### config.mk
export PLATFORM = sky130hd
export DESIGN_NAME = adc_word_packer
export DESIGN_NICKNAME = d
export VERILOG_FILES = /design/src/rtl/adc_pack_pkg.sv /design/src/rtl/pack_sample_bank.sv /design/src/rtl/pack_lowest_pick.sv /design/src/rtl/pack_ctrl.sv /design/src/rtl/adc_word_packer.sv
export SDC_FILE = /design/constraint.sdc
export NUM_CORES = 1
export LEC_CHECK = 0
export BUFFER_PORTS_ARGS = -buffer_cell sky130_fd_sc_hd__buf_2
export CAP_MARGIN = 0
export CORE_MARGIN = 5
export CORE_UTILIZATION = 50
export CTS_BUF_LIST = sky130_fd_sc_hd__clkbuf_2
export CTS_CLUSTER_SIZE = 40
export DETAILED_ROUTE_END_ITERATION = 7
export PLACE_DENSITY = 0.75
export SLEW_MARGIN = 10
export SYNTH_ARGS = -nofsm -noshare
export SYNTH_HDL_FRONTEND = slang
export SYNTH_HIERARCHICAL = 1
export SYNTH_SLANG_ARGS = --single-unit
### constraint.sdc
create_clock -name clk_i -period 7.4 [get_ports clk_i]
set_input_delay 1.48 -clock clk_i [delete_from_list [all_inputs] [get_ports clk_i]]
set_output_delay 1.48 -clock clk_i [all_outputs]
set_load 0.02 [all_outputs]
### src/rtl/adc_pack_pkg.sv
package adc_pack_pkg;
  typedef enum logic [1:0] {
    ST_IDLE,
    ST_SEND,
    ST_WAIT,
    ST_DONE
  } pack_state_e;
endpackage

### src/rtl/pack_sample_bank.sv
module pack_sample_bank #(
  parameter int NUM_CH   = 9,
  parameter int SAMPLE_W = 24,
  localparam int IDX_W   = $clog2(NUM_CH)
) (
  input  logic                             clk_i,
  input  logic                             rst_ni,
  input  logic                             load_i,
  input  logic [NUM_CH-1:0][SAMPLE_W-1:0]  sample_i,
  input  logic [NUM_CH-1:0]                mask_i,
  input  logic                             clr_i,
  input  logic [IDX_W-1:0]                 clr_idx_i,
  output logic [NUM_CH-1:0][SAMPLE_W-1:0]  samples_o,
  output logic [NUM_CH-1:0]                pend_o
);
  always_ff @(posedge clk_i or negedge rst_ni) begin
    if (!rst_ni) begin
      samples_o <= '0;
      pend_o    <= '0;
    end else if (load_i) begin
      samples_o <= sample_i;
      pend_o    <= mask_i;
    end else if (clr_i) begin
      pend_o[clr_idx_i] <= 1'b0;
    end
  end

  // samples frozen between loads
  assert_hold_samples_R9: assert property (@(posedge clk_i) disable iff (!rst_ni)
    !load_i |=> $stable(samples_o));
  // pending set only shrinks between loads
  assert_pend_shrink_R1: assert property (@(posedge clk_i) disable iff (!rst_ni)
    !load_i |=> ((pend_o & ~$past(pend_o)) == '0));
endmodule

### src/rtl/pack_lowest_pick.sv
module pack_lowest_pick #(
  parameter int NUM_CH = 9,
  localparam int IDX_W = $clog2(NUM_CH)
) (
  input  logic              clk_i,
  input  logic              rst_ni,
  input  logic [NUM_CH-1:0] pend_i,
  output logic [IDX_W-1:0]  idx_o,
  output logic              any_o,
  output logic              more_o
);
  always_comb begin
    idx_o = '0;
    any_o = 1'b0;
    for (int i = NUM_CH - 1; i >= 0; i--) begin
      if (pend_i[i]) begin
        idx_o = IDX_W'(i);
        any_o = 1'b1;
      end
    end
  end

  assign more_o = |(pend_i & ~(NUM_CH'(1) << idx_o));

  assert_pick_lowest_R2: assert property (@(posedge clk_i) disable iff (!rst_ni)
    any_o |-> (pend_i[idx_o] && ((pend_i & ((NUM_CH'(1) << idx_o) - NUM_CH'(1))) == '0)));
endmodule

### src/rtl/pack_ctrl.sv
module pack_ctrl
  import adc_pack_pkg::*;
(
  input  logic clk_i,
  input  logic rst_ni,
  input  logic start_i,
  input  logic mask_any_i,
  input  logic more_i,
  input  logic ack_i,
  output logic load_o,
  output logic clr_o,
  output logic half_o,
  output logic wr_o,
  output logic done_o,
  output logic idle_o
);
  pack_state_e st_q, st_d;
  logic half_d;

  always_comb begin
    st_d   = st_q;
    half_d = half_o;
    load_o = 1'b0;
    clr_o  = 1'b0;
    unique case (st_q)
      ST_IDLE: if (start_i) begin
        load_o = 1'b1;
        half_d = 1'b0;
        st_d   = mask_any_i ? ST_SEND : ST_DONE;
      end
      ST_SEND: if (ack_i) st_d = ST_WAIT;
      ST_WAIT: if (!ack_i) begin
        if (!half_o) begin
          half_d = 1'b1;
          st_d   = ST_SEND;
        end else begin
          half_d = 1'b0;
          clr_o  = 1'b1;
          st_d   = more_i ? ST_SEND : ST_DONE;
        end
      end
      ST_DONE: st_d = ST_IDLE;
      default: st_d = ST_IDLE;
    endcase
  end

  always_ff @(posedge clk_i or negedge rst_ni) begin
    if (!rst_ni) begin
      st_q   <= ST_IDLE;
      half_o <= 1'b0;
    end else begin
      st_q   <= st_d;
      half_o <= half_d;
    end
  end

  assign wr_o   = (st_q == ST_SEND);
  assign done_o = (st_q == ST_DONE);
  assign idle_o = (st_q == ST_IDLE);

  assert_wr_hold_R5: assert property (@(posedge clk_i) disable iff (!rst_ni)
    (wr_o && !ack_i) |=> wr_o);
  assert_wr_drop_R5: assert property (@(posedge clk_i) disable iff (!rst_ni)
    (wr_o && ack_i) |=> !wr_o);
  assert_rearm_low_R6: assert property (@(posedge clk_i) disable iff (!rst_ni)
    (st_q == ST_WAIT && ack_i) |=> !wr_o);
  assert_done_pulse_R7: assert property (@(posedge clk_i) disable iff (!rst_ni)
    done_o |=> !done_o);
  assert_busy_no_load_R10: assert property (@(posedge clk_i) disable iff (!rst_ni)
    !idle_o |-> !load_o);
endmodule

### src/rtl/adc_word_packer.sv
module adc_word_packer #(
  parameter int NUM_CH   = 9,
  parameter int SAMPLE_W = 24,
  parameter int WORD_W   = 16
) (
  input  logic                             clk_i,
  input  logic                             rst_ni,
  input  logic                             start_i,
  input  logic [NUM_CH-1:0][SAMPLE_W-1:0]  sample_i,
  input  logic [NUM_CH-1:0]                mask_i,
  output logic [WORD_W-1:0]                word_o,
  output logic                             wr_o,
  input  logic                             ack_i,
  output logic                             done_o
);
  localparam int IDX_W = $clog2(NUM_CH);
  localparam int EXT_W = 2 * WORD_W;

  logic [NUM_CH-1:0][SAMPLE_W-1:0] samples_q;
  logic [NUM_CH-1:0]               pend_q;
  logic [IDX_W-1:0]                cur_idx;
  logic                            any_pend, more_pend;
  logic                            load, clr, half, idle;
  logic [EXT_W-1:0]                cur_ext;

  pack_sample_bank #(.NUM_CH(NUM_CH), .SAMPLE_W(SAMPLE_W)) u_bank (
    .clk_i, .rst_ni,
    .load_i    (load),
    .sample_i  (sample_i),
    .mask_i    (mask_i),
    .clr_i     (clr),
    .clr_idx_i (cur_idx),
    .samples_o (samples_q),
    .pend_o    (pend_q)
  );

  pack_lowest_pick #(.NUM_CH(NUM_CH)) u_pick (
    .clk_i, .rst_ni,
    .pend_i (pend_q),
    .idx_o  (cur_idx),
    .any_o  (any_pend),
    .more_o (more_pend)
  );

  pack_ctrl u_ctrl (
    .clk_i, .rst_ni,
    .start_i    (start_i),
    .mask_any_i (|mask_i),
    .more_i     (more_pend),
    .ack_i      (ack_i),
    .load_o     (load),
    .clr_o      (clr),
    .half_o     (half),
    .wr_o       (wr_o),
    .done_o     (done_o),
    .idle_o     (idle)
  );

  // zero-extend so unused upper bits read 0
  assign cur_ext = EXT_W'(samples_q[cur_idx]);
  assign word_o  = half ? cur_ext[EXT_W-1:WORD_W] : cur_ext[WORD_W-1:0];

  assert_word_stable_R5: assert property (@(posedge clk_i) disable iff (!rst_ni)
    (wr_o && !ack_i) |=> $stable(word_o));
  assert_wr_has_chan_R1: assert property (@(posedge clk_i) disable iff (!rst_ni)
    wr_o |-> any_pend);
  assert_zero_mask_R8: assert property (@(posedge clk_i) disable iff (!rst_ni)
    (idle && start_i && mask_i == '0) |=> (done_o && !wr_o));
  assert_done_quiet_R7: assert property (@(posedge clk_i) disable iff (!rst_ni)
    done_o |-> (!wr_o && pend_q == '0));
endmodule

==> out/results.tsv <==
stage	metric	value	unit
pwr	irDropWorstVdd	0.174	mV
sta	fin_crit_sh	75.0	%
detailed_routing	drt_wl_total	26.5	mm
clock_network	clockRootBuffer	clkbuf_2	
sta	finalMaxSlewViolations	0	
floorplanning	die_y	156	um
clock_network	postCtsHoldBufs	0	
run_status	status	complete, no violations	
clock_network	cts_sinks	228	
finish	final_util	59.4	%
clock_network	clk_latency	0.85	ns
floorplanning	rows	53	
clock_network	htree_levels	2	
pwr	leakage	5.59	nW
logic_synthesis	yosys_warnings	6	
critical_path	worst_ep_arrival_time	4.07	ns
clock_network	cts_tree	done	
sta	rsz0062_at_grt	no	
detailed_routing	first_pass_iters	5	
global_routing	grt_overflow	0	
logic_synthesis	syn_area_per_cell	15.4	um^2
critical_path	critPathKind	reg -> out	
placement	dp_hpwl	19.0	mm
sta	setup_viol	0	
clock_network	cts_buffers	59	
floorplanning	io_pins	247	
finish	nets	1196	
placement	portBuffers	246	
job	drv_cap	0	
detailed_routing	ant_nets	0	
critical_path	required	5.92	ns
clock_network	cts_buffer_depth	3	
worst_hold_path	worst_hold_path_type	reg -> reg	
sta	fmax	180	MHz
placement	place.gp.congestion	0.832	
global_routing	gr-usage-all-layers	21.5	%
logic_synthesis	syn_area	0.0107	mm^2
detailed_routing	drc_errors	0	
detailed_routing	vias	7030	
sta	worst_pin_slew	0.938	ns
detailed_routing	drt_first_iter_violations	403	
finish	area_growth	16.9	%
floorplanning	dieWidth	156	um
logic_synthesis	syn_inst	695	
pwr	power_density	464	mW/mm^2
floorplanning	core-area	0.0210	mm^2
sta	clock_skew	0.0681	ns
floorplanning	start_util	50.8	%
global_routing	grt_pass1_wl	41.0	mm
detailed_routing	viasPerCell	5.45	
critical_path	crit_fanout	21	
global_routing	grt_max_degree	104	
critical_path	r2r_slack	4.54	ns
floorplanning	dieArea	0.0244	mm^2
finish	drive_gt1_share	61.9	%
sta	maxSlewHeadroom	37.5	%
clock_network	postCtsResizedCells	0	
critical_path	crit_path_start_kind	flop	
clock_network	path_clk_slew	0.09	ns
sta	hold_viol	0	
sta	fin_tns_setup	0	ns
clock_network	cts_setup_buffers	0	
critical_path	crit_path_end_kind	output pin	
sta	fin_crit	5.55	ns
global_routing	antenna_found_initial	11	
detailed_routing	wl_per_cell	20.6	um
logic_synthesis	synth_nets	924	
global_routing	first_global_vias	7605	
[critical path: stages, from the launching register on]
cell and delay, ns:
dfrtp_1 0.45, nor2_1 0.11, o21ai_0 0.19, a31oi_4 0.65, buf_4 0.43, buf_4 0.41, mux4_2 0.56, mux2i_1 0.20
o21ai_0 0.10, buf_2 0.16
[cell usage in the layout (no fill, tap or decap), drive strengths merged, types with 8 or more instances in the layout]
| master | n |
|---|---|
| a221oi | 8 |
| buf | 258 |
| a21oi | 9 |
| mux2 | 216 |
| clkbuf | 90 |
| mux2i | 49 |
| dfrtp | 228 |
| nand2 | 9 |
| o221ai | 8 |
| nor3 | 8 |
| mux4 | 40 |
| nor2 | 11 |
| diode | 10 |
| o21ai | 21 |
[path summary, 6_finish.rpt]
kind                                                           to  depth (start not counted)                              from
worst min-delay path             u_bank/samples_o[53]$_DFFE_PN0P_                          1  u_bank/samples_o[53]$_DFFE_PN0P_
max in group asynchronous       u_bank/samples_o[111]$_DFFE_PN0P_                          2                            rst_ni
min in group asynchronous       u_bank/samples_o[208]$_DFFE_PN0P_                          1                            rst_ni
worst max register to register  u_bank/samples_o[103]$_DFFE_PN0P_                          4        u_ctrl/st_q[1]$_DFFE_PN0P_
worst min register to register   u_bank/samples_o[53]$_DFFE_PN0P_                          1  u_bank/samples_o[53]$_DFFE_PN0P_
worst max-delay path                                    word_o[8]                          9      u_bank/pend_o[2]$_DFFE_PN0P_
[final cells by class]
| class | instances | area, um^2 |
|---|---|---|
| fill | 1744 | 8540 |
| antenna | 10 | 25.0 |
| timing repair buffer | 258 | 1330 |
| sequential | 228 | 5710 |
| inverter | 7 | 26.3 |
| multi-input combinational | 413 | 4540 |
| clock inverter | 8 | 56.3 |
| tap | 275 | 344 |
| clock buffer | 90 | 450 |
[per-layer routing]
| metal | up-vias | GRT usage (%) | part of all wire [%] |
|---|---|---|---|
| met2 | 252 | 31.8 | 46 |
| li1 | 3193 | - | - |
| met1 | 3527 | 30.2 | 44 |
| met4 | 4 | 8.72 | 2.6 |
| met5 | - | 0 | 0.11 |
| met3 | 54 | 6.16 | 7.2 |
[metrics by stage]
stage               total power, W  hold slack, ns  std cells  instance area, um^2  setup WS (ns)
floorplan                  0.00431           0.475        695                10700           3.49
global placement           0.00489           0.486       1181                12000           2.66
detailed placement         0.00497           0.491       1181                12000           2.62
CTS                        0.00583           0.511       1279                12500           1.69
global route               0.00617           0.528       1288                12500           1.41
finish                     0.00579           0.508       1289                12500           1.85
[sequential cells by signal (all words and copies together) (netlist names)]
signal / cells
u_bank/samples_o: 216
u_bank/pend_o: 9
u_ctrl/st_q: 2
u_ctrl/half_o: 1
[where the power goes]
part / internal [W] / switching [W] / leakage, nW
combinational: 0.00143 / 0.00123 / 2.50
sequential: 0.00189 / 0.000389 / 2.69
clock: 0.000350 / 0.000495 / 0.402
total: 0.00367 / 0.00212 / 5.59
Note: power is estimated with default switching activity, not from simulation.
